[config.mk]
export PLATFORM = sky130hd
export DESIGN_NAME = lcd_com_timing
export DESIGN_NICKNAME = d
export VERILOG_FILES = /design/src/rtl/lcd_tg_pkg.sv /design/src/rtl/lcd_tg_line_div.sv /design/src/rtl/lcd_tg_frame.sv /design/src/rtl/lcd_tg_phase.sv /design/src/rtl/lcd_com_timing.sv
export SDC_FILE = /design/constraint.sdc
export NUM_CORES = 1
export LEC_CHECK = 0
export ABC_AREA = 1
export BUFFER_PORTS_ARGS = -buffer_cell sky130_fd_sc_hd__clkbuf_2
export CAP_MARGIN = 40
export CORE_MARGIN = 3
export CORE_UTILIZATION = 60
export CTS_BUF_LIST = sky130_fd_sc_hd__clkbuf_4 sky130_fd_sc_hd__clkbuf_8
export CTS_CLUSTER_SIZE = 25
export DETAILED_ROUTE_END_ITERATION = 10
export PLACE_DENSITY_LB_ADDON = 0.15
export SYNTH_ARGS = -nofsm -noshare
export SYNTH_HDL_FRONTEND = slang
export SYNTH_HIERARCHICAL = 1
export SYNTH_SLANG_ARGS = --single-unit
[constraint.sdc]
create_clock -name clk_i -period 2.15 [get_ports clk_i]
set_input_delay 0.215 -clock clk_i [delete_from_list [all_inputs] [get_ports clk_i]]
set_output_delay 0.215 -clock clk_i [all_outputs]
set_load 0.1 [all_outputs]
[src/rtl/lcd_tg_pkg.sv]
package lcd_tg_pkg;
  localparam int unsigned LINES_MAX = 128;

  function automatic int unsigned duty_lines(input logic [1:0] sel);
    case (sel)
      2'b00:   return 48;
      2'b01:   return 64;
      2'b10:   return 96;
      default: return 128;
    endcase
  endfunction
endpackage

[src/rtl/lcd_tg_line_div.sv]
module lcd_tg_line_div #(
  parameter int unsigned DIV_FAST = 48,
  parameter int unsigned DIV_SLOW = 24
) (
  input  logic clk_i,
  input  logic rst_ni,
  input  logic run_i,
  input  logic tick_i,
  input  logic fs_sel_i,
  output logic wrap_o,
  output logic first_half_o
);
  localparam int unsigned DW = $clog2(DIV_FAST);

  logic [DW-1:0] div_q, last_v, half_v;
  logic          at_last;

  assign last_v       = fs_sel_i ? DW'(DIV_FAST - 1) : DW'(DIV_SLOW - 1);
  assign half_v       = fs_sel_i ? DW'(DIV_FAST / 2) : DW'(DIV_SLOW / 2);
  assign at_last      = (div_q >= last_v);
  assign wrap_o       = run_i & tick_i & at_last;
  assign first_half_o = (div_q < half_v);

  always_ff @(posedge clk_i or negedge rst_ni) begin
    if (!rst_ni)      div_q <= '0;
    else if (!run_i)  div_q <= '0;
    else if (tick_i)  div_q <= at_last ? '0 : div_q + 1'b1;
  end
endmodule

[src/rtl/lcd_tg_frame.sv]
module lcd_tg_frame #(
  parameter int unsigned MAX_LINES = lcd_tg_pkg::LINES_MAX
) (
  input  logic       clk_i,
  input  logic       rst_ni,
  input  logic       run_i,
  input  logic       step_i,
  input  logic [1:0] duty_sel_i,
  output logic       first_line_o,
  output logic       alt_o
);
  localparam int unsigned LW = $clog2(MAX_LINES) + 1;

  logic [LW-1:0] line_q, last_line;
  logic          alt_q, at_last;

  assign last_line    = LW'(lcd_tg_pkg::duty_lines(duty_sel_i) - 1);
  assign at_last      = (line_q >= last_line);
  assign first_line_o = (line_q == '0);
  assign alt_o        = alt_q;

  always_ff @(posedge clk_i or negedge rst_ni) begin
    if (!rst_ni) begin
      line_q <= '0;
      alt_q  <= 1'b0;
    end else if (!run_i) begin
      line_q <= '0;
      alt_q  <= 1'b0;
    end else if (step_i) begin
      if (at_last) begin
        line_q <= '0;
        alt_q  <= ~alt_q;
      end else begin
        line_q <= line_q + 1'b1;
      end
    end
  end
endmodule

[src/rtl/lcd_tg_phase.sv]
module lcd_tg_phase #(
  parameter int unsigned STEPS  = 4,
  parameter int unsigned LOW_A  = 0,
  parameter int unsigned LOW_B  = 2,
  parameter int unsigned REST   = 1
) (
  input  logic clk_i,
  input  logic rst_ni,
  input  logic run_i,
  input  logic tick_i,
  output logic clk_a_o,
  output logic clk_b_o
);
  localparam int unsigned PW = (STEPS > 1) ? $clog2(STEPS) : 1;

  logic [PW-1:0] ph_q;

  assign clk_a_o = (ph_q != PW'(LOW_A));
  assign clk_b_o = (ph_q != PW'(LOW_B));

  always_ff @(posedge clk_i or negedge rst_ni) begin
    if (!rst_ni)     ph_q <= PW'(REST);
    else if (!run_i) ph_q <= PW'(REST);
    else if (tick_i) ph_q <= (ph_q == PW'(STEPS - 1)) ? '0 : ph_q + 1'b1;
  end
endmodule

[src/rtl/lcd_com_timing.sv]
module lcd_com_timing #(
  parameter int unsigned DIV_FAST  = 48,
  parameter int unsigned DIV_SLOW  = 24,
  parameter int unsigned PH_STEPS  = 4,
  parameter int unsigned MAX_LINES = lcd_tg_pkg::LINES_MAX
) (
  input  logic       clk_i,
  input  logic       rst_ni,
  input  logic       osc_en_i,
  input  logic       master_i,
  input  logic [1:0] duty_sel_i,
  input  logic       fs_sel_i,
  output logic       line_clk_o,
  output logic       frame_o,
  output logic       alt_o,
  output logic       col_clk1_o,
  output logic       col_clk2_o
);
  logic line_wrap, first_half, first_line, alt_raw, ca, cb;

  lcd_tg_line_div #(.DIV_FAST(DIV_FAST), .DIV_SLOW(DIV_SLOW)) i_div (
    .clk_i, .rst_ni, .run_i(master_i), .tick_i(osc_en_i), .fs_sel_i,
    .wrap_o(line_wrap), .first_half_o(first_half)
  );

  lcd_tg_frame #(.MAX_LINES(MAX_LINES)) i_frame (
    .clk_i, .rst_ni, .run_i(master_i), .step_i(line_wrap), .duty_sel_i,
    .first_line_o(first_line), .alt_o(alt_raw)
  );

  lcd_tg_phase #(.STEPS(PH_STEPS), .LOW_A(0), .LOW_B(PH_STEPS / 2), .REST(1)) i_phase (
    .clk_i, .rst_ni, .run_i(master_i), .tick_i(osc_en_i),
    .clk_a_o(ca), .clk_b_o(cb)
  );

  // slave: drive idle levels
  assign line_clk_o = master_i & first_half;
  assign frame_o    = master_i & first_line;
  assign alt_o      = master_i & alt_raw;
  assign col_clk1_o = ~master_i | ca;
  assign col_clk2_o = ~master_i | cb;
endmodule

==> key figures, run 1 <==
Status
  • Outcome: completed

Worst hold path
  • Worst min-delay path endpoint: i_phase/ph_q[0]
  • Hold_sp: osc_en_i
  • Tightest Hold Check Type: in2reg
  • Hold depth: 3

CTS
  • Clock Tree Buf Depth: 2
  • Clk root buf: clkbuf_4
  • Setup bufs post-CTS: 0
  • H-tree lvl count: 1
  • Cts bufs inserted: 3
  • Clock-pin slew of the registers on the worst-case setup and hold paths: 0.10 ns
  • CTS tree: built
  • Number of clock sinks: 17
  • Worst skew pair latency: 0.29 ns

STA
  • Setup TNS: 0 ns
  • Tcrit/Tclk final: 92.3%
  • Hold WS: 0.166 ns
  • Worst Tran Pin Value: 0.538 ns
  • Max-slew violations: 0
  • RSZ-0062 raised after global routing: true
  • Fmax: 504 MHz
  • Layout Skew: 0.00709 ns
  • Final Hold Fails: 0
  • Final min period: 1.98 ns
  • Worst relative slew slack: 64.3%
  • Final setup fails: 0

Setup path
  • Critical path's top delay family: simple AND/OR/NAND/NOR gates
  • CP arrival: 2.19 ns
  • Worst Path Required: 2.36 ns
  • Crit Path Category: reg2reg
  • Critical path, cell by cell: ha_1 -> inv_1 -> nand3_1 -> nor2_1 -> nor2_2 -> nor2_1 -> inv_1 -> a21oi_2 -> nand3_1 -> nand2_1 -> nand2_1 -> nor2_1
  • Most common cell on crit path: nor2_1
  • FF-to-FF Start: i_div/div_q[4]
  • Critical path launch point type: flop
  • Reg2reg path depth: 12
  • Crit path capture type: flop
  • Internal reg-to-reg setup slack: 0.17 ns
  • CP max stage delay: 0.45 ns
  • CP max stage cell: dfrtp_2
  • Reg-to-reg endpoint: i_frame/line_q[7]
  • Buf/Inv on CP: 2
  • Max FO, Critical Path: 7

Finish
  • Layout cell share with drive strength beyond 1: 11.6%
  • Fin nets: 229
  • Synthesis-to-layout area growth: 11.3%
  • Ant diodes: 0
  • Layout filler cell count: 165

Floorplanning
  • Die X: 52.0 um
  • Area of the core: 1980 um^2
  • Initial Util: 64.1%
  • Row count: 16
  • IO Count: 12
  • Die area: 2700 um^2
  • Die Y: 52.0 um

Placement
  • Port Buffer Count: 11
  • Placer Congestion: 0.865
  • Hpwl dp: 1940 um

Power and ir drop
  • Leak Pwr: 0.000841 uW
  • Pwr/cell area: 509 nW/um^2
  • VDD IR max: 0.381 mV

Global routing
  • GR Util All Layers: 22.0%
  • Pin count of the biggest net entering global routing: 18
  • Initial antenna violation count: 0
  • Residual overflow from global routing: 0
  • First-pass GRT wire length: 4460 um
  • Vias in the first global route: 1,085

Routing
  • Pre-antenna DRT Iters: 4
  • DRT antenna net count: 0
  • Vias per inst: 5.16
  • Initial DRC count: 46
  • Via count: 1,207
  • Avg WL per Cell: 11.1 um
  • Wirelength, routed: 2590 um
  • DRC: 0

Yosys
  • Seq/Total Area, Yosys: 33.6%
  • Mapped Avg Cell Area: 6.65 um^2
  • Yosys warnings: 6
  • Synth cell types: 21
  • Post-synthesis cell area: 1270 um^2
  • EDFF count, synth: 0
  • Post-synthesis cell count: 191
  • Syn nets: 212
  • #FFs+latches synth: 17
  • Synth Flop Type: dfrtp_1
  • Synth async-reset ratio: 100%

Run
  • Max-cap viol count: 0
-- sequential cells by signal (all words and copies together), names as in the netlist --
signal	cells
i_phase/ph_q	2
i_div/div_q	6
i_frame/alt_o	1
i_frame/line_q	8
-- layer usage --
| layer | wire (um) | GRT usage, % | up-vias | part of all wire [%] |
|---|---|---|---|---|
| met5 | 0 | 0 | - | 0 |
| met4 | 14 | 8.30 | 0 | 0.54 |
| met3 | 88 | 4.30 | 2 | 3.4 |
| met2 | 1310 | 39.1 | 31 | 51 |
| met1 | 1180 | 25.7 | 558 | 45 |
| li1 | - | - | 616 | - |
-- logic make-up (layout without fill, tap and decap cells) --
kind of cell             after synthesis  count (layout)  synth area share (%)
AND/OR/NAND/NOR                      110             110                  36.0
buffers and inverters                 39              55                  11.5
flip-flops                            17              17                  33.6
adder cells (fa/ha/maj)               14              14                  13.8
AO/OA/AOI/OAI                          9               9                  4.14
other                                  1               1                 0.295
XOR/XNOR                               1               1                 0.690
-- worst max path at each step --
stage,from,to,slack [ns],cells after the start
final,i_div/div_q[4],i_frame/line_q[7],0.17,12
after global routing,i_div/div_q[4],i_frame/line_q[6],-0.02,14
after CTS,i_div/div_q[4],line_clk_o,0.07,7
after detailed placement,i_div/div_q[4],i_frame/line_q[6],0.11,13
after global placement,i_div/div_q[4],i_frame/line_q[4],0.21,13
after floorplan,i_div/div_q[4],i_frame/line_q[6],0.37,14
-- cells in the mapped netlist, types with 2 or more instances --
cell     instances  area [um^2]
a21oi_1          2         10.0
nor3_1           2         10.0
nor2_1          25         93.8
nand3_1         18         90.1
nand2_1         58          218
dfrtp_1         16          400
ha_1            14          175
inv_1           38          143
nand4_1          3         18.8
o21ai_0          4         20.0
-- what timing repair did --
action / CTS / global route
gates resized for setup: 0 / 9
endpoints found under the setup margin: 0 / 8
hold endpoints to repair: 16 / 0
hold buffers: 1 / 0
-- area by class of cell --
cell class / count / area [um^2] / area share [%]
inverter: 39 / 146 / 10.4
sequential: 17 / 428 / 30.3
tap: 27 / 33.8 / 2.39
multi-input combinational: 135 / 706 / 49.9
timing repair buffer: 12 / 70.1 / 4.96
clock buffer: 4 / 30.0 / 2.12
-- cells in the final DEF, fill, tap and decap left out --
master         instances
dlygate4sd3_1          1
o21ai_0                3
xor2_1                 1
o21ai_1                1
ha_1                  14
clkbuf_4               6
nor4_1                 1
inv_2                  1
nand2_1               57
nor3_1                 2
nor2_2                 2
clkbuf_2               9
dfrtp_1               15
nand2_2                2
conb_1                 1
nand4_1                3
nor2_1                24
o22ai_1                1
inv_1                 38
nand3_1               18
dfrtp_2                1
nand3b_1               1
dfstp_2                1
o21bai_1               1
a21oi_1                1
a21oi_2                2
-- stage by stage --
| step | utilization [%] | cell area [um^2] | setup slack, ns | std cells | total power (uW) |
|---|---|---|---|---|---|
| 2_1_floorplan | - | 1270 | 0.368 | 191 | 495 |
| 3_3_place_gp | 68.6 | 1360 | 0.208 | 229 | 532 |
| 3_5_place_dp | 68.6 | 1360 | 0.110 | 229 | 539 |
| 4_1_cts | 70.6 | 1400 | 0.0660 | 234 | 724 |
| 5_1_grt | 71.3 | 1410 | -0.0224 | 234 | 768 |
| 6_report | 71.3 | 1410 | 0.166 | 234 | 720 |
-- power by group --
part,internal [uW],switching (uW)
Sequential,339,16.5
Combinational,48.5,135
Clock,84.7,97.0
Total,472,248
-- worst min-delay path, delay by kind of cell --
kind,cells,cell delay [ns]
simple gates,2,0.12
buf+inv,1,0.13
Note: power is estimated with default switching activity, not from simulation.
==> inputs of run 2 (changes only) <==
- SETUP_SLACK_MARGIN: unset -> 0.4
==> run 2 against run 1 <==
Sequential share of layout area shrank 4.7 points. Cell area grew 19%. Global-route usage increased by 4.7 points. Worst hold slack gained 0.0072 ns. Setup slack better by 0.081 ns. Clock power barely moved. Register-to-register slack better by 0.08 ns. Die area is the same. First-iteration DRC count is 110% higher. Combinational power is 45% higher. Largest power group unchanged. Highest routed layer unchanged.
==> key figures, run 2 (synthesized netlist as in run 1, its figures left out) <==
Power and ir drop
  • VDD IR max: 0.563 mV (+47%)
  • Pwr/cell area: 480 nW/um^2 (-5.8%)
  • Reg power frac: 44.5% (-4.8 points)
  • Tot Pwr: 804 uW (+12%)
  • Sw power: 302 uW (+22%)
  • Sw Share: 37.6% (+3.1 points)
  • Leak Pwr: 0.000919 uW (+9.3%)
  • Internal power: 502 uW (+6.3%)
  • Clock share of power: 22.5% (-2.7 points)
  • Combinational share of power: 33.0% (+7.6 points)

Finish
  • Most common cell after layout, fill and taps aside: nand2_1
  • Synthesis-to-layout area growth: 32.0%
  • Most frequent cells in the layout: nand2_1 (54), inv_1 (30), nor2_1 (20)
  • Fin nets: 240 (+4.8%)
  • Layout cell share with drive strength beyond 1: 28.0% (+16 points)
  • Ant diodes: 0 (unchanged)
  • Layout filler cell count: 108 (-35%)
  • Register area: 429 um^2 (+0.29%)
  • Most flops, register: i_frame/line_q
  • Area occupied by multi-input gates: 820 um^2 (+16%)
  • Fin cells: 245 (+4.7%)
  • Top flop regs: i_frame/line_q (8), i_div/div_q (6), i_phase/ph_q (2)
  • Max FFs per register: 8 (unchanged)

Setup path
  • CP max stage cell: dfrtp_2
  • Crit Path Category: reg2reg
  • Critical path launch point type: flop
  • Reg2reg path depth: 13 (+1)
  • Crit path capture type: flop
  • Critical path, cell by cell: ha_4 -> nand3_1 -> nand2_2 -> nor2_4 -> nor2_2 -> inv_2 -> nand2_4 -> inv_4 -> nor2_4 -> nand2_1 -> nand2_1 -> nand2_1 -> nor2_1
  • Worst Path Required: 2.38 ns (+0.02 ns)
  • Most common cell on crit path: nand2_1
  • Max FO, Critical Path: 6 (-1)
  • CP arrival: 2.14 ns (-0.05 ns)
  • CP max stage delay: 0.46 ns (about the same)

Global routing
  • Residual overflow from global routing: 0 (unchanged)
  • GR Util All Layers: 26.7% (+4.7 points)
  • First-pass GRT wire length: 5330 um (+19%)
  • Vias in the first global route: 1,245 (+15%)
  • Pin count of the biggest net entering global routing: 18 (unchanged)
  • Initial antenna violation count: 0 (unchanged)

Floorplanning
  • Row count: 16 (unchanged)
  • Area of the core: 1980 um^2 (unchanged)
  • Die Y: 52.0 um (unchanged)
  • Die X: 52.0 um (unchanged)
  • Die area: 2700 um^2 (unchanged)
  • IO Count: 12 (unchanged)
  • Initial Util: 64.1% (unchanged)

STA
  • Final setup fails: 0 (unchanged)
  • RSZ-0062 raised after global routing: true
  • Layout Skew: 0.00155 ns (-0.00554 ns)
  • Max-slew violations: 0 (unchanged)
  • Fmax: 526 MHz (+4.2%)
  • Hold WS: 0.173 ns (+0.00725 ns)
  • Final Hold Fails: 0 (unchanged)
  • Worst Tran Pin Value: 0.536 ns (-0.00212 ns)
  • Worst relative slew slack: 64.4% (+0.14 points)
  • Final min period: 1.90 ns (-0.0808 ns)
  • Final worst slack: 0.247 ns (+0.0808 ns)
  • Setup TNS: 0 ns (unchanged)
  • Tcrit/Tclk final: 88.5% (-3.8 points)

Routing
  • DRC: 0 (unchanged)
  • Vias per inst: 5.66 (+9.8%)
  • Pre-antenna DRT Iters: 7 (+3)
  • Avg WL per Cell: 15.3 um (+38%)
  • Via count: 1,387 (+15%)
  • DRT antenna net count: 0 (unchanged)
  • Initial DRC count: 95 (+110%)
  • Wirelength, routed: 3760 um (+45%)

CTS
  • Number of clock sinks: 17 (unchanged)
  • H-tree lvl count: 1 (unchanged)
  • Clk root buf: clkbuf_4
  • Clock-pin slew of the registers on the worst-case setup and hold paths: 0.11 ns (about the same)
  • Cts bufs inserted: 3 (unchanged)
  • Clock Tree Buf Depth: 2 (unchanged)
  • Worst skew pair latency: 0.29 ns (about the same)
  • CTS tree: built

Placement
  • Hpwl dp: 1980 um (+2.0%)
  • # placed instances: 229 (unchanged)
  • Port Buffer Count: 11 (unchanged)
  • Placer Congestion: 0.874 (+1.0%)
  • Setup WS pre-CTS: 0.172 ns (+0.0619 ns)

Status
  • Outcome: completed

Run
  • Max-cap viol count: 0 (unchanged)

Worst hold path
  • Hold depth: 3 (unchanged)
  • Tightest Hold Check Type: in2reg
==> run 2: stage by stage <==
stage	instance area [um^2]	utilization [%]
3_5_place_dp	1370	69.2
4_1_cts	1570	79.4
6_report	1680	84.6
5_1_grt	1680	84.6
2_1_floorplan	1280	-
3_3_place_gp	1370	69.2
==> run 2: what timing repair did <==
item                                    CTS  global route
endpoints found under the setup margin   10            13
hold buffers                              1             0
pin swaps                                13            10
gates resized for setup                  29            22
endpoints found under the hold margin    16             0
buffers inserted                          7             4
==> run 2: layout make-up <==
class | count | area share [%]
Multi-Input combinational cell | 135 | 48.9
Sequential cell | 17 | 25.6
Timing Repair Buffer | 23 | 12.6
Inverter | 39 | 9.25
Tap cell | 27 | 2.01
Clock buffer | 3 | 1.34
Clock inverter | 1 | 0.299
==> run 2: metal layers <==
metal	part of all wire, %	vias to the layer above	GRT usage (%)
li1	-	642	-
met2	51	75	48.3
met3	5.5	28	5.16
met1	39	642	30.2
met5	0	-	0
met4	5.0	0	10.9
==> run 2: critical path, delay by kind of cell, from the launching register on <==
family        cells  cell delay [ns]
simple gates     10             0.96
flops             1             0.46
fa+ha+maj         1             0.29
buf+inv           2             0.14
==> run 2: worst paths after layout <==
kind | from | to | slack, ns
setup / recovery | i_div/div_q[5] | i_frame/line_q[6] | 0.25
hold / removal | osc_en_i | i_phase/ph_q[0] | 0.17
setup reg to reg | i_div/div_q[5] | i_frame/line_q[6] | 0.25
hold reg to reg | i_div/div_q[0] | i_div/div_q[0] | 0.57
max in group asynchronous | rst_ni | i_phase/ph_q[0] | 1.43
min in group asynchronous | rst_ni | i_div/div_q[3] | 0.39
==> run 2: power by group through the flow <==
stage / Combinational (uW) / Sequential (uW) / Clock, uW
after floorplan: 138 / 358 / 0
after global placement: 174 / 362 / 0
after detailed placement: 182 / 363 / 0
after CTS: 235 / 356 / 182
after global routing: 282 / 360 / 201
final: 265 / 358 / 181
